--- config.mk ---
export PLATFORM = sky130hd
export DESIGN_NAME = mtx_combine_ctrl
export DESIGN_NICKNAME = d
export VERILOG_FILES = /design/src/rtl/mtx_pkg.sv /design/src/rtl/mtx_mode_dec.sv /design/src/rtl/mtx_sat_addsub.sv /design/src/rtl/mtx_seq.sv /design/src/rtl/mtx_combine_ctrl.sv
export SDC_FILE = /design/constraint.sdc
export NUM_CORES = 1
export LEC_CHECK = 0
export ABC_AREA = 1
export BUFFER_PORTS_ARGS = -buffer_cell sky130_fd_sc_hd__buf_2
export CORE_ASPECT_RATIO = 0.7
export CORE_MARGIN = 5
export CORE_UTILIZATION = 55
export CTS_CLUSTER_DIAMETER = 50
export DETAILED_ROUTE_END_ITERATION = 6
export PLACE_DENSITY = 0.82
export SLEW_MARGIN = 20
export SYNTH_ARGS = -nofsm -noshare
export SYNTH_HDL_FRONTEND = slang
export SYNTH_SLANG_ARGS = --single-unit
--- constraint.sdc ---
create_clock -name clk -period 5.2 [get_ports clk]
set_clock_uncertainty 0.2 [all_clocks]
set_input_delay 0.78 -clock clk [delete_from_list [all_inputs] [get_ports clk]]
set_output_delay 0.78 -clock clk [all_outputs]
set_load 0.05 [all_outputs]
--- src/rtl/mtx_pkg.sv ---
package mtx_pkg;

  typedef enum logic [2:0] {
    XF_DFT  = 3'd0,
    XF_DCT  = 3'd1,
    XF_DST  = 3'd2,
    XF_DWT1 = 3'd3,
    XF_DWT2 = 3'd4
  } xform_e;

  typedef enum logic [1:0] {
    S_IDLE   = 2'd0,
    S_STAGE1 = 2'd1,
    S_STAGE2 = 2'd2,
    S_DONE   = 2'd3
  } seq_state_e;

  // datapath steering for one job
  typedef struct packed {
    logic a_en;    // lane A emits results
    logic b_en;    // lane B emits results
    logic a_diff;  // lane A = rr - ii, else ri passthrough
    logic b_sum;   // lane B = ri + ir, else ir passthrough
  } dp_ctl_t;

endpackage

--- src/rtl/mtx_mode_dec.sv ---
module mtx_mode_dec
  import mtx_pkg::*;
(
  input  logic [2:0] code_i,
  output dp_ctl_t    dp_o,
  output logic       chain_o,
  output logic       ok_o
);

  always_comb begin
    dp_o    = '0;
    chain_o = 1'b0;
    ok_o    = 1'b1;
    case (code_i)
      XF_DFT:  dp_o = '{a_en: 1'b1, b_en: 1'b1, a_diff: 1'b1, b_sum: 1'b1};
      XF_DCT:  dp_o = '{a_en: 1'b1, b_en: 1'b0, a_diff: 1'b1, b_sum: 1'b1};
      XF_DST:  dp_o = '{a_en: 1'b0, b_en: 1'b1, a_diff: 1'b1, b_sum: 1'b1};
      XF_DWT1: dp_o = '{a_en: 1'b1, b_en: 1'b1, a_diff: 1'b0, b_sum: 1'b0};
      XF_DWT2: begin
        dp_o    = '{a_en: 1'b1, b_en: 1'b1, a_diff: 1'b0, b_sum: 1'b0};
        chain_o = 1'b1;
      end
      default: ok_o = 1'b0;
    endcase
  end

endmodule

--- src/rtl/mtx_sat_addsub.sv ---
module mtx_sat_addsub #(
  parameter int IN_W  = 16,
  parameter int OUT_W = 16,
  parameter bit SUB   = 1'b0
) (
  input  logic signed [IN_W-1:0]  a_i,
  input  logic signed [IN_W-1:0]  b_i,
  output logic signed [OUT_W-1:0] y_o
);

  localparam int SW = ((IN_W + 1) > OUT_W) ? (IN_W + 2) : (OUT_W + 1);
  localparam logic signed [SW-1:0] HI = SW'((longint'(1) <<< (OUT_W - 1)) - longint'(1));
  localparam logic signed [SW-1:0] LO = ~HI;

  logic signed [SW-1:0] ea, eb, s;

  assign ea = SW'(a_i);
  assign eb = SW'(b_i);

  generate
    if (SUB) begin : g_sub
      assign s = ea - eb;
    end else begin : g_add
      assign s = ea + eb;
    end
  endgenerate

  always_comb begin
    if (s > HI)      y_o = HI[OUT_W-1:0];
    else if (s < LO) y_o = LO[OUT_W-1:0];
    else             y_o = s[OUT_W-1:0];
  end

endmodule

--- src/rtl/mtx_seq.sv ---
module mtx_seq
  import mtx_pkg::*;
#(
  parameter int JOB_LEN = 64
) (
  input  logic    clk,
  input  logic    rst,
  input  logic    start_i,
  input  logic    ok_i,
  input  dp_ctl_t dp_i,
  input  logic    chain_i,
  input  logic    beat_i,
  output dp_ctl_t dp_q_o,
  output logic    emit_o,
  output logic    busy_o,
  output logic    done_o,
  output logic    err_o,
  output logic    chain_o
);

  localparam int CW = (JOB_LEN > 1) ? $clog2(JOB_LEN) : 1;
  localparam logic [CW-1:0] LAST = CW'(JOB_LEN - 1);

  seq_state_e    state_q;
  logic [CW-1:0] cnt_q;
  dp_ctl_t       dp_q;
  logic          chain_q, err_q;
  logic          running, last_beat;

  assign running   = (state_q == S_STAGE1) || (state_q == S_STAGE2);
  assign last_beat = running && beat_i && (cnt_q == LAST);

  always_ff @(posedge clk) begin
    if (rst) begin
      state_q <= S_IDLE;
      cnt_q   <= '0;
      dp_q    <= '0;
      chain_q <= 1'b0;
      err_q   <= 1'b0;
    end else begin
      err_q <= 1'b0;
      case (state_q)
        S_IDLE: begin
          cnt_q <= '0;
          if (start_i) begin
            if (ok_i) begin
              state_q <= S_STAGE1;
              dp_q    <= dp_i;
              chain_q <= chain_i;
            end else begin
              err_q <= 1'b1;
            end
          end
        end
        S_STAGE1: begin
          if (beat_i) cnt_q <= cnt_q + 1'b1;
          if (last_beat) begin
            cnt_q   <= '0;
            state_q <= chain_q ? S_STAGE2 : S_DONE;
          end
        end
        S_STAGE2: begin
          if (beat_i) cnt_q <= cnt_q + 1'b1;
          if (last_beat) begin
            cnt_q   <= '0;
            state_q <= S_DONE;
          end
        end
        default: begin
          state_q <= S_IDLE;
          chain_q <= 1'b0;
        end
      endcase
    end
  end

  assign emit_o  = beat_i && ((state_q == S_STAGE2) || ((state_q == S_STAGE1) && !chain_q));
  assign dp_q_o  = dp_q;
  assign busy_o  = (state_q != S_IDLE);
  assign done_o  = (state_q == S_DONE);
  assign err_o   = err_q;
  assign chain_o = chain_q;

  a_r10_done_single: assert property (@(posedge clk) disable iff (rst)
    done_o |=> !done_o);
  a_r10_idle_after_done: assert property (@(posedge clk) disable iff (rst)
    done_o |=> !busy_o);
  a_r2_err_no_job: assert property (@(posedge clk) disable iff (rst)
    err_o |-> !busy_o);
  a_r9_ctl_hold: assert property (@(posedge clk) disable iff (rst)
    (busy_o && !done_o) |=> ($stable(dp_q) && $stable(chain_q)));
  a_r8_stage2_only_2d: assert property (@(posedge clk) disable iff (rst)
    (state_q == S_STAGE2) |-> chain_q);

endmodule

--- src/rtl/mtx_combine_ctrl.sv ---
module mtx_combine_ctrl
  import mtx_pkg::*;
#(
  parameter int IN_W    = 16,
  parameter int OUT_W   = 16,
  parameter int JOB_LEN = 64
) (
  input  logic                    clk,
  input  logic                    rst,
  input  logic                    start_i,
  input  logic [2:0]              mode_i,
  input  logic                    ch_valid_i,
  input  logic signed [IN_W-1:0]  ch_rr_i,
  input  logic signed [IN_W-1:0]  ch_ri_i,
  input  logic signed [IN_W-1:0]  ch_ir_i,
  input  logic signed [IN_W-1:0]  ch_ii_i,
  output logic                    busy_o,
  output logic                    done_o,
  output logic                    err_o,
  output logic                    chain_sel_o,
  output logic signed [OUT_W-1:0] res_a_o,
  output logic                    res_a_vld_o,
  output logic signed [OUT_W-1:0] res_b_o,
  output logic                    res_b_vld_o
);

  localparam logic signed [IN_W-1:0] ZERO = '0;

  dp_ctl_t dec_dp, dp_q;
  logic    dec_chain, dec_ok, emit;

  mtx_mode_dec u_dec (
    .code_i  (mode_i),
    .dp_o    (dec_dp),
    .chain_o (dec_chain),
    .ok_o    (dec_ok)
  );

  mtx_seq #(.JOB_LEN(JOB_LEN)) u_seq (
    .clk     (clk),
    .rst     (rst),
    .start_i (start_i),
    .ok_i    (dec_ok),
    .dp_i    (dec_dp),
    .chain_i (dec_chain),
    .beat_i  (ch_valid_i),
    .dp_q_o  (dp_q),
    .emit_o  (emit),
    .busy_o  (busy_o),
    .done_o  (done_o),
    .err_o   (err_o),
    .chain_o (chain_sel_o)
  );

  logic signed [OUT_W-1:0] diff_y, sum_y, pass_a_y, pass_b_y;

  mtx_sat_addsub #(.IN_W(IN_W), .OUT_W(OUT_W), .SUB(1'b1)) u_diff (
    .a_i (ch_rr_i), .b_i (ch_ii_i), .y_o (diff_y));
  mtx_sat_addsub #(.IN_W(IN_W), .OUT_W(OUT_W), .SUB(1'b0)) u_sum (
    .a_i (ch_ri_i), .b_i (ch_ir_i), .y_o (sum_y));
  mtx_sat_addsub #(.IN_W(IN_W), .OUT_W(OUT_W), .SUB(1'b0)) u_pass_a (
    .a_i (ch_ri_i), .b_i (ZERO), .y_o (pass_a_y));
  mtx_sat_addsub #(.IN_W(IN_W), .OUT_W(OUT_W), .SUB(1'b0)) u_pass_b (
    .a_i (ch_ir_i), .b_i (ZERO), .y_o (pass_b_y));

  always_ff @(posedge clk) begin
    if (rst) begin
      res_a_vld_o <= 1'b0;
      res_b_vld_o <= 1'b0;
      res_a_o     <= '0;
      res_b_o     <= '0;
    end else begin
      res_a_vld_o <= emit && dp_q.a_en;
      res_b_vld_o <= emit && dp_q.b_en;
      if (emit && dp_q.a_en) res_a_o <= dp_q.a_diff ? diff_y : pass_a_y;
      if (emit && dp_q.b_en) res_b_o <= dp_q.b_sum ? sum_y : pass_b_y;
    end
  end

  a_r10_valid_in_job: assert property (@(posedge clk) disable iff (rst)
    (res_a_vld_o || res_b_vld_o) |-> busy_o);
  a_r7_chain_in_job: assert property (@(posedge clk) disable iff (rst)
    chain_sel_o |-> busy_o);
  a_r7_chain_stable: assert property (@(posedge clk) disable iff (rst)
    (busy_o && !done_o) |=> $stable(chain_sel_o));
  a_r2_err_pulse: assert property (@(posedge clk) disable iff (rst)
    err_o |=> !err_o);

endmodule

==> results of run 1 <==
==> worst max-delay path by stage <==
stage / end / slack [ns] / start
6_report: res_a_o[3] / 2.23 / ch_rr_i[0]
5_1_grt: res_a_o[3] / 1.99 / ch_rr_i[0]
4_1_cts: res_a_o[3] / 2.26 / ch_rr_i[0]
3_5_place_dp: res_a_o[3] / 1.95 / ch_rr_i[0]
3_3_place_gp: res_a_o[9] / 2.05 / ch_rr_i[0]
2_1_floorplan: res_a_o[4] / 2.45 / ch_rr_i[0]
==> state kept, by name, indices dropped and copies added, names as in the netlist <==
register / count
u_seq.dp_q_o: 3
u_seq.state_q: 2
res_b_o: 16
u_seq.chain_o: 1
u_seq.cnt_q: 6
res_a_vld_o: 1
u_seq.err_o: 1
res_a_o: 16
res_b_vld_o: 1
==> final cells by class <==
type,count,area [um^2]
clock buffer,5,125.1
clock inverter,3,46.29
fill,774,2704
inverter,101,379.1
multi-input combinational,563,2908
sequential,47,940.9
tap,101,126.4
timing repair buffer,108,540.5
==> placed cells by master, fill, tap and decap left out, types with 5 or more instances in the layout <==
cell type and n:
clkbuf_16 5, o21ai_0 16, nor2_1 82, xor2_1 14, inv_1 98, nand2_2 8
nand3_1 22, ha_1 38, buf_2 108, a21oi_2 14, dfxtp_1 47, a21oi_1 69
nand2_1 263, xnor2_1 7
==> power groups by stage <==
| stage | registers (mW) | logic [mW] | clock network [mW] |
|---|---|---|---|
| 2_1_floorplan | 0.479 | 0.436 | 0 |
| 3_3_place_gp | 0.431 | 0.620 | 0 |
| 5_1_grt | 0.431 | 0.719 | 0.396 |
| 3_5_place_dp | 0.432 | 0.632 | 0 |
| 6_report | 0.425 | 0.645 | 0.376 |
| 4_1_cts | 0.424 | 0.638 | 0.377 |
==> tightest hold or removal path, delay by kind of cell (launching register included) <==
kind / cells / cell delay, ns
DFF: 1 / 0.30
buffers and inverters: 1 / 0.06
AOI/OAI and AO/OA: 1 / 0.06
==> cells by family after synthesis <==
family	after synthesis	share of synthesized area
AO/OA/AOI/OAI	113	0.1502
XOR/XNOR	21	0.04238
adder cells (fa/ha/maj)	40	0.1188
buffers and inverters	120	0.1144
flip-flops	47	0.2168
AND/OR/NAND/NOR	389	0.3575
==> routing by layer <==
metal | share of wire | up-vias
li1 | - | 2473
met1 | 0.47 | 2138
met3 | 0.087 | 15
met4 | 0.011 | 0
met2 | 0.44 | 177
met5 | 0 | -
==> results.txt, run 1 <==
RD Place Congestion: 0.9396
Min-Delay Path Class: register to register
Clk slew on worst S/H paths: 0.07 ns
Hold WS: 0.2600 ns
Setup crit end kind: register
Via count: 4803
Sw Pwr: 0.6204 mW
Max incr delay on CP: 0.43 ns
Die width: 116.2 um
Die footprint: 9797 um^2
Pre-CTS WS: 1.951 ns
Clock buffer count from CTS: 5
Synth area leader: nand2_1
Worst hold stages: 2
R2r endpoint: res_a_o[3]
Clock tree buffer depth: 2
Final core occ: 0.6520
GR Overflow Total: 0
Yosys top cell area share: 0.2274
Top Ports: 109
Most used cell, CP: nand2_1
Post-DP HPWL: 10390 um
GR Util met2: 0.4016
R2R setup slack: 2.56 ns
Syn. warnings: 0
Power Density: 285.4 nW/um^2
Synth top area cells: nand2_1 23%, dfxtp_1 22%, ha_1 11%
Initial antenna violation count: 0
Max-cap violations: 0
Post-Syn Area: 4340 um^2
Die span in y: 84.33 um
Design Area, Final: 5066 um^2
Insertion delay to the later sink of the worst-skew pair: 0.29 ns
Core ar.: 7770 um^2
Flop pwr share: 0.294
Crit path max fanout: 12
Iter 0 DRT Violations: 367
Avg Inst Size Synth: 5.946 um^2
Period utilisation layout: 0.5707
Initial core utilization: 0.5586
Hold Crit Start: u_seq.dp_q_o[2]
Rel. slew slack: 0.3367
Synth Register Bits: 47
Synth cell types: 34
TritonCTS clock tree: built
Final Max Slew Viols: 0
Root Driver: clkbuf_16
Mapped Nets: 841
H-Tree Depth: 2
Busiest metal layer after global routing: met2
Worst reg-to-reg path cell count: 5
Met3 Resource Use GR: 0.04683
Unrepaired setup endpoints after global routing: false
Post-CTS setup buffers: 0
Hold_buf cts: 0
Period minus WS final: 2.968 ns
Row count: 27
Final Hold Vio Count: 0
Arrival @ worst endpoint: 2.91 ns
NumNets Final: 937
Diode count: 0
Resize count post-CTS: 0
Sw frac: 0.4291
VDD IR max: 0.0001982 V
CP max-delay cell: a21oi_2
Slew @ Worst Pin: 0.9936 ns
Final instance count without filler cells: 928
Outcome: completed
Total power: 1.446 mW
Dpl cells: 920
CP Cell Sequence: buf_2 > inv_1 > ha_1 > fa_1 > inv_1 > nand2_1 > nand2_1 > nand3_1 > nand2_2 > nand2_1 > nand3_1 > nand2_1 > a21oi_2 > nand2_1 > nand2_1 > a21oi_1
Worst EP required: 5.14 ns
EDFF count, synth: 0
Delay-heaviest family, CP: simple AND/OR/NAND/NOR gates
Final setup viols: 0
DP Area: 4890 um^2
Vias in the first global route: 4539
Most common library cells after synthesis: 263 x nand2_1, 98 x inv_1, 82 x nor2_1
Leakage power: 2.808 nW
Total GRT Usage: 0.2563
Total wire length: 12500 um
Proportion of layout cells with a drive suffix above 1: 0.1729
Layout Area Growth over Synthesis: 16.72%
Fin worst setup slack: 2.233 ns
DR pass1 iterations: 5
Post-synthesis sequential area ratio: 0.2168
Number of remaining DRC errors: 0
Hold Path Sink: u_seq.dp_q_o[2]
Critical path depth: 16
Clk sink count: 47
DRT antenna net count: 0
Mapped Cells: 730
CP Launch Type: input port
PortBufs: 108
WS Path Type: input port to register
CP bufs+invs: 3
Peak Freq: 0.3370 GHz
TNS Setup: 0 ns
First-pass GRT wire length: 20580 um
Clk pwr share: 0.260
Most common cell in the netlist: nand2_1
R2r startpoint: u_seq.dp_q_o[0]
Vias/cell: 5.176
Synth Flop Type: dfxtp_1
Routing usage on met1: 0.3689
Largest net degree at the start of global routing: 35
Int Power: 0.8256 mW
Combinational group share of total power: 0.446
Asr flop ratio synth: 0
WL per Instance: 13.47 um
Note: power is estimated with default switching activity, not from simulation.
==> run 2: changes to the inputs <==
==> constraint.sdc (replaced) <==
create_clock -name clk -period 3 [get_ports clk]
set_clock_uncertainty 0.2 [all_clocks]
set_input_delay 0.45 -clock clk [delete_from_list [all_inputs] [get_ports clk]]
set_output_delay 0.45 -clock clk [all_outputs]
set_load 0.05 [all_outputs]
==> run 2 against run 1 <==
Compared with the run above: global-route usage rose by 0.39 points; largest power group unchanged; total power rose by 76%; sequential power rose by 68%; sequential share of layout area shrank 0.17 points; highest routed layer unchanged; first-iteration DRC count fell by 5.7%; via count grew 0.98%; critical path depth rose by 3; wire length up 1.2%; combinational power up 80%; flip-flop and latch count stayed put; largest cell class unchanged.
==> results.txt, run 2 (synthesis gave the netlist of run 1 again) <==
Outcome: completed
Period utilisation layout: 0.8180
Clk sink count: 47
Initial antenna violation count: 0
Leading cell type in the layout, fill and taps excluded: nand2_1
Final instance count without filler cells: 934
Arrival @ worst endpoint: 2.47 ns
Rel. slew slack: 0.4588
Design Area, Final: 5112 um^2
Via count: 4850
Number of remaining DRC errors: 0
Diode count: 0
Total power: 2.550 mW
Layout Area Growth over Synthesis: 17.79%
Worst EP required: 3.02 ns
WL per Instance: 13.55 um
Peak Freq: 0.4075 GHz
Vias in the first global route: 4535
CP Cell Sequence: buf_2 > ha_1 > inv_1 > fa_1 > inv_1 > nand2_1 > nand2_1 > nand3_1 > nand2_2 > nand2_2 > nand2_1 > nand2_1 > nand2_2 > inv_2 > nand2_2 > nand2_1 > nand2_1 > nand2_1 > a21oi_2
First-pass GRT wire length: 20800 um
WS Path Type: input port to register
DR pass1 iterations: 5
Total GRT Usage: 0.2602
Clock buffer count from CTS: 5
Hold WS: 0.2389 ns
TritonCTS clock tree: built
Biggest regs: res_a_o x16, res_b_o x16, u_seq.cnt_q x6
Proportion of layout cells with a drive suffix above 1: 0.1777
DP Area: 4935 um^2
Root Driver: clkbuf_16
Initial core utilization: 0.5586
Iter 0 DRT Violations: 346
TNS Setup: 0 ns
Resize count post-CTS: 0
PortBufs: 108
Die span in y: 84.33 um
Total wire length: 12660 um
VDD IR max: 0.0003053 V
Largest net degree at the start of global routing: 34
Final setup viols: 0
NumNets Final: 943
Post-CTS setup buffers: 0
Core ar.: 7770 um^2
Most frequent cells in the layout: 263 x nand2_1, 108 x buf_2, 98 x inv_1
Power Density: 498.8 nW/um^2
Pre-CTS WS: 0.2964 ns
GR Overflow Total: 0
Dpl cells: 926
Die width: 116.2 um
Setup crit end kind: register
Crit path max fanout: 12
Unrepaired setup endpoints after global routing: false
Leakage power: 2.845 nW
Clock tree buffer depth: 2
Fin worst setup slack: 0.5459 ns
Vias/cell: 5.193
Top Ports: 109
Min-Delay Path Class: input port to register
Hold_buf cts: 0
Most used cell, CP: nand2_1
Insertion delay to the later sink of the worst-skew pair: 0.29 ns
Max-cap violations: 0
CP max-delay cell: fa_1
Final Max Slew Viols: 0
CP Launch Type: input port
Period minus WS final: 2.454 ns
Die footprint: 9797 um^2
RD Place Congestion: 0.9360
Max incr delay on CP: 0.40 ns
H-Tree Depth: 2
R2R setup slack: 0.73 ns
Post-DP HPWL: 10490 um
Clk slew on worst S/H paths: 0.07 ns
Final Hold Vio Count: 0
Slew @ Worst Pin: 0.8109 ns
Row count: 27
DRT antenna net count: 0
Final core occ: 0.6580
-- run 2: cell count changes in the layout (fill, tap and decap cells not counted), sizes merged --
cell / delta
clkinvlp: -1
clkbuf: +1
buf: +6
-- run 2: power by group --
group	total, mW	switching, mW	internal [mW]
sequential	0.716	0.0350	0.681
clock	0.675	0.256	0.420
combinational	1.16	0.792	0.366
-- run 2: final timing paths --
check / startpoint / cells after the start / end
worst min-delay path: start_i / 3 / u_seq.err_o
worst min register to register: res_b_o[10] / 2 / res_b_o[10]
worst max register to register: u_seq.state_q[1] / 9 / res_b_o[5]
worst max-delay path: ch_ri_i[0] / 19 / res_b_o[5]
-- run 2: cell type report --
type                       count  area, um^2
clock inverter                 2       38.79
tap                          101       126.4
timing repair buffer         114       585.6
clock buffer                   6       138.9
fill                         768        2658
inverter                     101       379.1
sequential                    47       940.9
multi-input combinational    563        2903
-- run 2: per-layer routing --
layer | GRT usage | vias up | part of all wire
met4 | 0.05058 | 0 | 0.016
li1 | - | 2495 | -
met1 | 0.3703 | 2148 | 0.47
met2 | 0.4110 | 188 | 0.44
met3 | 0.05043 | 19 | 0.078
met5 | 0 | - | 0
-- run 2: critical path: cells and delay by family --
kind                       cells  cell delay [ns]
AOI/OAI and AO/OA              1             0.13
and+or+nand+nor               12             1.04
buffers and inverters          4             0.29
adders and majority gates      2             0.56
